### src/rtl/dbrk_pkg.sv
// Package: shared encodings for the data watchpoint unit.
// Assumes: access kind codes and type field codes fixed as in the brief.
package dbrk_pkg;

    typedef enum logic [2:0] {
        KIND_READ   = 3'd0,
        KIND_WRITE  = 3'd1,
        KIND_SWAP   = 3'd2,
        KIND_PREF   = 3'd3,
        KIND_CACHE  = 3'd4
    } acc_kind_e;

    typedef enum logic [1:0] {
        WT_OFF   = 2'b00,
        WT_WRITE = 2'b01,
        WT_BOTH  = 2'b10,
        WT_READ  = 2'b11
    } watch_type_e;

    // Control word bit positions.
    localparam int unsigned CTL_MODE_BIT = 8;
    localparam int unsigned CTL_B_LSB    = 2;
    localparam int unsigned CTL_A_LSB    = 0;

    // True when an access kind qualifies under a given type field.
    function automatic logic kind_qualifies(input logic [1:0] wtype, input logic [2:0] kind);
        logic is_rd;
        logic is_wr;
        is_rd = (kind == KIND_READ);
        is_wr = (kind == KIND_WRITE) || (kind == KIND_SWAP);
        case (wtype)
            WT_WRITE: kind_qualifies = is_wr;
            WT_BOTH:  kind_qualifies = is_rd || is_wr;
            WT_READ:  kind_qualifies = is_rd;
            default:  kind_qualifies = 1'b0;
        endcase
    endfunction

endpackage

### src/rtl/dbrk_regs.sv
// Module: dbrk_regs
// Holds the two watch addresses and the control fields behind a
// select-addressed register port. Reads are combinational.
// Assumes: one write per cycle, select 3 is an empty slot.
module dbrk_regs
    import dbrk_pkg::*;
#(
    parameter int unsigned ADDR_W = 32
) (
    input  logic              clk,
    input  logic              rst_n,
    input  logic              wr_en,
    input  logic [1:0]        sel,
    input  logic [ADDR_W-1:0] wdata,
    output logic [ADDR_W-1:0] rdata,
    output logic [ADDR_W-1:0] addr_a,
    output logic [ADDR_W-1:0] addr_b,
    output logic              mode_mask,
    output logic [1:0]        type_a,
    output logic [1:0]        type_b
);

    localparam logic [1:0] SEL_A   = 2'd0;
    localparam logic [1:0] SEL_B   = 2'd1;
    localparam logic [1:0] SEL_CTL = 2'd2;

    // Register storage update on writes; all cleared by reset.
    always_ff @(posedge clk) begin
        if (!rst_n) begin
            addr_a    <= '0;
            addr_b    <= '0;
            mode_mask <= 1'b0;
            type_a    <= WT_OFF;
            type_b    <= WT_OFF;
        end else if (wr_en) begin
            case (sel)
                SEL_A:   addr_a <= wdata;
                SEL_B:   addr_b <= wdata;
                SEL_CTL: begin
                    mode_mask <= wdata[CTL_MODE_BIT];
                    type_b    <= wdata[CTL_B_LSB +: 2];
                    type_a    <= wdata[CTL_A_LSB +: 2];
                end
                default: ;
            endcase
        end
    end

    // Read mux; control word packs fields, reserved bits zero.
    always_comb begin
        rdata = '0;
        case (sel)
            SEL_A:   rdata = addr_a;
            SEL_B:   rdata = addr_b;
            SEL_CTL: begin
                rdata[CTL_MODE_BIT]     = mode_mask;
                rdata[CTL_B_LSB +: 2]   = type_b;
                rdata[CTL_A_LSB +: 2]   = type_a;
            end
            default: rdata = '0;
        endcase
    end

    // the cycle reset is released, every stored field is still clear.
    assert_reset_clear_R1: assert property (@(posedge clk) disable iff (!rst_n)
        $rose(rst_n) |-> (addr_a == '0 && addr_b == '0 && !mode_mask &&
                          type_a == WT_OFF && type_b == WT_OFF));

    // a write to the empty slot leaves every register unchanged.
    assert_empty_slot_R2: assert property (@(posedge clk) disable iff (!rst_n)
        (wr_en && sel == 2'd3) |=> ($stable(addr_a) && $stable(addr_b) &&
                                    $stable(mode_mask) && $stable(type_a) && $stable(type_b)));

endmodule

### src/rtl/dbrk_match.sv
// Module: dbrk_match
// Combinational compare of one access against one watch address.
// Forms the covered byte addresses, applies the ignore mask and the
// access type filter. Assumes ACC_BYTES is a power of two.
module dbrk_match
    import dbrk_pkg::*;
#(
    parameter int unsigned ADDR_W    = 32,
    parameter int unsigned ACC_BYTES = 4
) (
    input  logic [ADDR_W-1:0] watch_addr,
    input  logic [ADDR_W-1:0] ignore_mask,
    input  logic [1:0]        wtype,
    input  logic [ADDR_W-1:0] acc_addr,
    input  logic [1:0]        acc_size,
    input  logic              acc_aligned,
    input  logic [2:0]        acc_kind,
    output logic              match
);

    localparam int unsigned OFS_W = (ACC_BYTES > 1) ? $clog2(ACC_BYTES) : 1;
    localparam logic [ADDR_W-1:0] ROUND_MASK = ~ADDR_W'(ACC_BYTES - 1);

    logic [ADDR_W-1:0]    start_addr;
    logic [ACC_BYTES-1:0] lane_hit;

    // Start address, rounded down when the access is unaligned.
    always_comb begin
        start_addr = acc_aligned ? acc_addr : (acc_addr & ROUND_MASK);
    end

    // One comparator per byte lane the access may cover.
    for (genvar g = 0; g < ACC_BYTES; g++) begin : g_lane
        logic [ADDR_W-1:0] byte_addr;
        logic              lane_on;
        always_comb begin
            byte_addr = start_addr + ADDR_W'(g);
            lane_on   = ((32'(g) >> acc_size) == 32'd0);
            lane_hit[g] = lane_on &&
                          (((byte_addr ^ watch_addr) & ~ignore_mask) == '0);
        end
    end

    // Final match: some lane equal and the kind passes the type filter.
    always_comb begin
        match = (|lane_hit) && kind_qualifies(wtype, acc_kind);
    end

    // prefetch and maintenance kinds never produce a match.
    always_comb begin
        assert_no_hint_match_R8: assert (!(match && acc_kind >= 3'd3));
    end

    // an off type field never produces a match.
    always_comb begin
        assert_off_silent_R4: assert (!(match && wtype == WT_OFF));
    end

endmodule

### src/rtl/dbrk_unit.sv
// Module: dbrk_unit (top)
// Data watchpoint unit: register port plus two compare channels whose
// results are registered into hit flags. Channel A may use address B
// as an ignore mask; then channel B is forced off.
// Assumes: one access descriptor per cycle, synchronous active-low reset.
module dbrk_unit
    import dbrk_pkg::*;
#(
    parameter int unsigned ADDR_W    = 32,
    parameter int unsigned ACC_BYTES = 4
) (
    input  logic              clk,
    input  logic              rst_n,
    input  logic              reg_wr,
    input  logic [1:0]        reg_sel,
    input  logic [ADDR_W-1:0] reg_wdata,
    output logic [ADDR_W-1:0] reg_rdata,
    input  logic              acc_valid,
    input  logic [ADDR_W-1:0] acc_addr,
    input  logic [1:0]        acc_size,
    input  logic              acc_aligned,
    input  logic [2:0]        acc_kind,
    output logic              hit_a,
    output logic              hit_b,
    output logic              hit_any
);

    localparam int unsigned NCH = 2;

    logic [ADDR_W-1:0] addr_a, addr_b;
    logic              mode_mask;
    logic [1:0]        type_a, type_b;

    logic [ADDR_W-1:0] ch_addr [NCH];
    logic [ADDR_W-1:0] ch_mask [NCH];
    logic [1:0]        ch_type [NCH];
    logic [NCH-1:0]    ch_match;
    logic [NCH-1:0]    hit_q;

    dbrk_regs #(.ADDR_W(ADDR_W)) u_regs (
        .clk       (clk),
        .rst_n     (rst_n),
        .wr_en     (reg_wr),
        .sel       (reg_sel),
        .wdata     (reg_wdata),
        .rdata     (reg_rdata),
        .addr_a    (addr_a),
        .addr_b    (addr_b),
        .mode_mask (mode_mask),
        .type_a    (type_a),
        .type_b    (type_b)
    );

    // Channel setup: A takes B as mask in mask mode, B is silenced then.
    always_comb begin
        ch_addr[0] = addr_a;
        ch_mask[0] = mode_mask ? addr_b : '0;
        ch_type[0] = type_a;
        ch_addr[1] = addr_b;
        ch_mask[1] = '0;
        ch_type[1] = mode_mask ? WT_OFF : type_b;
    end

    for (genvar c = 0; c < NCH; c++) begin : g_ch
        dbrk_match #(.ADDR_W(ADDR_W), .ACC_BYTES(ACC_BYTES)) u_match (
            .watch_addr  (ch_addr[c]),
            .ignore_mask (ch_mask[c]),
            .wtype       (ch_type[c]),
            .acc_addr    (acc_addr),
            .acc_size    (acc_size),
            .acc_aligned (acc_aligned),
            .acc_kind    (acc_kind),
            .match       (ch_match[c])
        );
    end

    // Hit registers: capture matches of valid accesses only.
    always_ff @(posedge clk) begin
        if (!rst_n) hit_q <= '0;
        else        hit_q <= ch_match & {NCH{acc_valid}};
    end

    assign hit_a   = hit_q[0];
    assign hit_b   = hit_q[1];
    assign hit_any = |hit_q;

    // a hit is only raised after a cycle with a valid access.
    assert_hit_needs_valid_R12: assert property (@(posedge clk) disable iff (!rst_n)
        hit_any |-> $past(acc_valid));

    // in mask mode, address B never reports its own hit.
    assert_mask_mode_quiet_R9: assert property (@(posedge clk) disable iff (!rst_n)
        hit_b |-> !$past(mode_mask));

    // a hit on A requires the A type field to be enabled.
    assert_a_needs_enable_R10: assert property (@(posedge clk) disable iff (!rst_n)
        hit_a |-> ($past(type_a) != WT_OFF));

    // a reads-only watch on A never fires for a write or swap.
    assert_read_only_R7: assert property (@(posedge clk) disable iff (!rst_n)
        (hit_a && $past(type_a) == WT_READ) |-> ($past(acc_kind) == KIND_READ));

    // control word reserved bits always read as zero.
    always_comb begin
        assert_ctl_reserved_R3: assert (reg_sel != 2'd2 ||
                                        (reg_rdata & ~ADDR_W'(32'h0000_010F)) == '0);
    end

endmodule

### config.mk
export PLATFORM = sky130hd
export DESIGN_NAME = dbrk_unit
export DESIGN_NICKNAME = d
export VERILOG_FILES = /design/src/rtl/dbrk_pkg.sv /design/src/rtl/dbrk_regs.sv /design/src/rtl/dbrk_match.sv /design/src/rtl/dbrk_unit.sv
export SDC_FILE = /design/constraint.sdc
export NUM_CORES = 1
export LEC_CHECK = 0
export ABC_AREA = 1
export BUFFER_PORTS_ARGS = -buffer_cell sky130_fd_sc_hd__buf_2
export CORE_UTILIZATION = 30
export DETAILED_ROUTE_END_ITERATION = 10
export SLEW_MARGIN = 20
export SYNTH_ARGS = -nofsm -noshare
export SYNTH_HDL_FRONTEND = slang
export SYNTH_SLANG_ARGS = --single-unit
### constraint.sdc
create_clock -name clk -period 3.51 [get_ports clk]
set_clock_uncertainty 0.05 [all_clocks]
set_input_delay 0.351 -clock clk [delete_from_list [all_inputs] [get_ports clk]]
set_output_delay 0.351 -clock clk [all_outputs]
set_load 0.01 [all_outputs]
### Yosys cells after proc, flatten, opt, wreduce, memory -nomap -nowiden

Index checks and enable logic that the tools add are counted.
Widths: inputs -> output; s select.

| word-level totals | value |
|---|---|
| bits in registers | 71 |
| output and inout bits | 35 |

| cells by class | value |
|---|---|
| $add $sub $neg | 3 |
| equal/unequal tests | 10 |
| shift operators | 4 |
| multiplexer cells | 9 |
| bitwise operators | 14 |
| reductions and logical operators | 32 |

Operator list:

| kind | number |
|---|---|
| $logic_not 32->1 | 12 |
| $xor 32x32->32 | 8 |
| $and 32x32->32 | 4 |
| $add 32x2->32 const B | 2 |
| $shr 1x2->32 const A | 2 |
| $shr 2x2->32 const A | 2 |
| $pmux 23 s2 | 1 |
| $add 32x1->32 const B | 1 |
| $mux 32 | 1 |
| $not 32->32 | 1 |
| $pmux 4 s3 | 1 |
| $eq 2x2->1 const B | 5 |
| $logic_and 1x1->1 | 10 |
| $pmux 1 s3 | 3 |
| $pmux 4 s2 | 1 |
| $reduce_or 4->1 | 2 |
| $eq 2x1->1 const B | 3 |
| $reduce_and 2->1 | 3 |
| $mux 2 | 2 |
| $eq 3x1->1 const B | 1 |
| $eq 3x2->1 const B | 1 |
| $logic_not 3->1 | 1 |
| $and 2x2->2 | 1 |
| $logic_not 2->1 | 1 |
| other kinds (2) | 3 |

### Logic depth before layout (Yosys ltp)

| logic depth | value |
|---|---|
| word-level depth | 9 |
| gate-level depth with buffers | 21 |
| gate-level depth less buffers | 19 |

### Cells and area by module

From an unflattened synthesis, not the netlist that was laid out.

| unflattened totals | value |
|---|---|
| cell total of the unflattened synthesis | 2061 |
| area, all modules | 10342.4 sq um |

Modules (own cells, without submodules):

| module | times used | cells each | area an instance (sq um) |
|---|---|---|---|
| dbrk_match | 2 | 728 | 3318.2 |
| dbrk_regs | 1 | 524 | 3315.7 |
| dbrk_unit | 1 | 81 | 390.4 |

### Worst setup path after synthesis

Ideal clock, no wire load.

| timing path | value |
|---|---|
| path kind | input -> register |
| start point | input acc_addr[0] |
| end point | register hit_q[0] |
| setup time | 0.067 ns |
| data arrival time | 2.454 ns |
| required time | 3.393 ns |
| setup slack | 0.940 ns |
| stages | 21 |
| path buffers | 2 |
| cells stage by stage | buf_2 -> nand2_1 -> inv_1 -> buf_2 -> ha_1 -> inv_1 -> nor2_8 -> nand2_1 -> nor2_4 -> nand2_1 -> nand2_1 -> o21ai_1 -> inv_1 -> nand2_1 -> nor2_1 -> nand2_1 -> nor2_1 -> nand3_1 -> nand2_1 -> inv_1 -> a21oi_2 |

| between the ends | value |
|---|---|
| cells in the longest elaborated chain, start to end | 9 |
| elaborated cells between the ends (all ways) | 23 |

RTL lines:

| what | RTL line | RTL |
|---|---|---|
| start, declared | dbrk_unit.sv:19 | `input logic [ADDR_W-1:0] acc_addr,` |
| $mux 2 (*) | dbrk_match.sv:29 | `start_addr = acc_aligned ? acc_addr : (acc_addr & ROUND_MASK);` |
| $add 32x1->32 or $add 32x2->32 (tied branches) | dbrk_match.sv:37 | `byte_addr = start_addr + ADDR_W'(g);` |
| $xor 32x32->32 | dbrk_match.sv:40 | `(((byte_addr ^ watch_addr) & ~ignore_mask) == '0);` |
| $and 32x32->32 | dbrk_match.sv:40 |  |
| $logic_not 32->1 | dbrk_match.sv:40 |  |
| $logic_and 1x1->1 | dbrk_match.sv:39 | `lane_hit[g] = lane_on &&` |
| $reduce_or 4->1 (*) | dbrk_match.sv:46 | `match = (\|lane_hit) && kind_qualifies(wtype, acc_kind);` |
| $logic_and 1x1->1 (*) | dbrk_match.sv:46 |  |
| $and 2x2->2 (*) | dbrk_unit.sv:80 | `else hit_q <= ch_match & {NCH{acc_valid}};` |
| end signal, assigned | dbrk_unit.sv:80 |  |
| end, declared | dbrk_unit.sv:38 | `logic [NCH-1:0] hit_q;` |

Mark *: on every way between the ends. The rest lies on a longest branch, timed or not.
A chain may end at the register's enable or synchronous reset.

### Worst setup path in the final report

Same ends and word-level chain as after synthesis.

==> flow_summary.yaml <==
final_layout:
  area.growth.synth_to_final_pct: 13.35
  fin_nets: 1812
  final_cell_mix: "581 x sky130_fd_sc_hd__nand2_1, 198 x sky130_fd_sc_hd__nor2_1, 179 x sky130_fd_sc_hd__inv_1, 143 x sky130_fd_sc_hd__o21ai_0, 118 x sky130_fd_sc_hd__nand3_1"
  fin_area_sq_mm: 0.01003
  instances_no_fill: 2122
  share_of_layout_cells_above_drive_strength_1_pct: 12.26
  layout.cells.most_common: "sky130_fd_sc_hd__nand2_1"
power:
  ir_worst_vdd_mv: 0.2552
  power.switching_uw: 1147
  switching_share_pct: 41.31
  p_seq_share_pct: 32.7
  p_leak_uw: 0.004992
  share_comb_of_total_power_pct: 36.7
  pwr-share-clk_pct: 30.6
  cellInternalPower_uw: 1629
  p_per_area_mw_per_mm2: 276.8
worst_setup_path:
  worstRegToRegCells: 15
  startpoint_type: "input port"
  worst_path_max_delay_cell: "sky130_fd_sc_hd__nor2_1"
  timing.critical_path.arrival_ns: 3.30
  crit_path_max_fanout: 9
  end_kind: "register"
  cp_cell_sequence: "buf_2, nand2_1, inv_1, ha_1, nand3_1, nor2_1, nand3_1, nor2_2, nand3_1, nand2_1, nand2_1, nor2_1, nand3_1, nand2_1, inv_1, a21oi_2"
  critical_path.max_stage_delay_ns: 0.40
  worst_ep_required_time_ns: 3.73
  crit-reg2reg-capture: "hit_q[0]$_SDFF_PN0_"
  capture_point_of_the_worst_path: "hit_q[0]$_SDFF_PN0_"
  cp-startpoint: "acc_addr[0]"
  worst-r2r-setup-slack_ns: 0.86
  worstSetupPathType: "input port to register"
  timing.rr.start: "u_regs.mode_mask$_SDFFE_PN0P_"
timing:
  fin_setup_tns_ns: 0
  rsz0062_at_grt: "no"
  timing_max_transition_violations_final: 0
  fin_crit_ns: 3.078
  period_share_pct: 87.70
  final.setup.worst_slack_ns: 0.4317
  finalSetupViolations: 0
  relSlewSlack_pct: 38.96
  max_freq_ghz: 0.3249
  worst-slew-pin-transition_ns: 0.9146
  final-hold-violation-count: 0
  fin_hold_ws_ns: 0.2226
clocking:
  numClockSinks: 71
  cts.hold.buffers_added: 0
  post_cts.repair.setup_buffers: 0
  clk_pin_slew_ns: 0.06
  clock_tree.root_cell: "sky130_fd_sc_hd__clkbuf_16"
  tritoncts: "done"
  cts.htree.levels: 3
  post_cts_gate_resize_count: 0
  clock_tree.buffer_depth: 2
  cts_inserted_buffers: 9
  clkLatencyLatePin_ns: 0.34
global_route:
  grt_pass1_wl_microns: 66020
  grt_overflow_total: 0
  number_of_global_route_vias_before_repair: 10050
  antenna_found_initial: 1
  grt_util_all_layers_pct: 29.87
  grt_start_max_net_pins: 65
placed_design:
  input_output_buffers: 110
  gp_routability_congestion: 1.089
  post_dp_cell_area_sq_mm: 0.009758
  detailedPlace.worstSlack_ns: 0.2169
  dp.final_hpwl_microns: 38520
  placed_cells: 2106
die:
  core_sq_mm: 0.02886
  die_area_sq_mm: 0.03018
  core.rowCount: 62
  io-pin-count: 111
  die_w_microns: 173.7
  starting_utilization_of_the_core_area_pct: 30.65
  die_h_microns: 173.7
synth:
  post_synth_main_area_contributors: "sky130_fd_sc_hd__nand2_1 25%, sky130_fd_sc_hd__dfxtp_1 16%, sky130_fd_sc_hd__nor2_1 8.4%, sky130_fd_sc_hd__o21ai_0 8.1%, sky130_fd_sc_hd__inv_1 7.6%"
  synth_area_leader_cell: "sky130_fd_sc_hd__nand2_1"
  synth-edff-count: 0
  synth.yosys.warnings: 0
  postSynthCellCount: 1646
  postSynthAreaPerCell_sq_um: 5.374
  async_reset_ff_share_pct: 0
  post_synth_num_cell_types: 43
  netlist_area_before_placement_sq_mm: 0.008846
  synth_top_cell_area_share_pct: 24.70
  synth_seq_area_share_pct: 16.07
  synth_nets: 1725
  ys_dominant_reg_cell: "sky130_fd_sc_hd__dfxtp_1"
  yosys_register_bits: 71
drt:
  wire_per_inst_microns: 21.56
  dr_total_vias: 11390
  drc_errors: 0
  detail_route.first_pass.iterations: 6
  detail_route.wirelength_microns: 45750
  via_per_inst: 5.366
  dr.first_iter.drc_count: 1276
  route.antenna.remaining_nets: 0
flow_run:
  cap_viol_max_count: 0
status:
  outcome: "finished clean"
hold_path:
  hold_path.class: "input port to register"
## synthesized netlist by cell type (all sizes together) (2+ instances only)
cell type	number
o22ai	2
clkbuf	26
nand2	605
nor2	236
nand3b	5
nand4	26
xnor2	21
o211ai	3
buf	20
nand3	125
a21oi	66
ha	3
inv	184
or2	4
o21ai	157
o21bai	2
dfxtp	71
xor2	59
o21a	3
o221ai	5
o2111ai	4
nor3	7
nor4	7
## how the worst min path moves through the flow
stage	startpoint	to	slack (ns)	cells after the start
after CTS	reg_wdata[13]	u_regs.addr_a[13]$_SDFFE_PN0P_	0.22	3
after global placement	u_regs.addr_b[23]$_SDFFE_PN0P_	u_regs.addr_b[23]$_SDFFE_PN0P_	0.43	2
after global routing	reg_wdata[14]	u_regs.addr_a[14]$_SDFFE_PN0P_	0.23	3
after detailed placement	u_regs.addr_b[23]$_SDFFE_PN0P_	u_regs.addr_b[23]$_SDFFE_PN0P_	0.44	2
after floorplan	u_regs.type_a[1]$_SDFFE_PN0P_	u_regs.type_a[1]$_SDFFE_PN0P_	0.41	2
final	reg_wdata[13]	u_regs.addr_a[13]$_SDFFE_PN0P_	0.22	3
## state kept, by name, indices dropped and copies added, names as in the netlist
register,cells
hit_q,2
u_regs.addr_a,32
u_regs.addr_b,32
u_regs.mode_mask,1
u_regs.type_a,2
u_regs.type_b,2
## power by group through the flow
stage | clock network, uW | logic [uW] | registers [uW]
2_1_floorplan | 0 | 611 | 896
3_5_place_dp | 0 | 980 | 922
3_3_place_gp | 0 | 993 | 921
4_1_cts | 866 | 985 | 904
5_1_grt | 898 | 1100 | 911
6_report | 849 | 1020 | 909
## critical path, delay by kind of cell
kind | cells | cell delay, ns
AND/OR/NAND/NOR | 11 | 2.19
buffers and inverters | 3 | 0.41
adder cells (fa/ha/maj) | 1 | 0.20
AO/OA/AOI/OAI | 1 | 0.12
## logic make-up (layout without fill, tap and decap cells)
family,after synthesis,after routing,share of synthesized area [%]
compound gates,245,245,14.63
xor+xnor,81,81,8.175
fa+ha+maj,3,3,0.4244
buf+inv,231,322,10.27
flops,71,71,16.07
other cells,0,1,0
simple gates,1015,1015,50.44
## cell type report
class	count	area (sq um)
fill	3363	18830
multi-input combinational	1344	6521
sequential	71	1421
inverter	185	694.4
timing repair buffer	122	640.6
tap	384	480.5
clock buffer	12	246.5
clock inverter	3	20.02
antenna	1	2.502
## through the flow
stage | total power [uW] | utilization, %
after floorplan | 1507 | -
after global placement | 1914 | 33.81
after detailed placement | 1902 | 33.81
after CTS | 2755 | 34.74
after global routing | 2904 | 34.74
final | 2776 | 34.75
## layer usage
metal  GRT usage, %  wire [microns]  up-vias
met2          42.89           18580      682
met3          5.439            5078      104
met1          42.15           19740     5184
met5              0               0        -
li1               -               -     5416
met4          15.31            2342        0
Note: power is estimated with default switching activity, not from simulation.
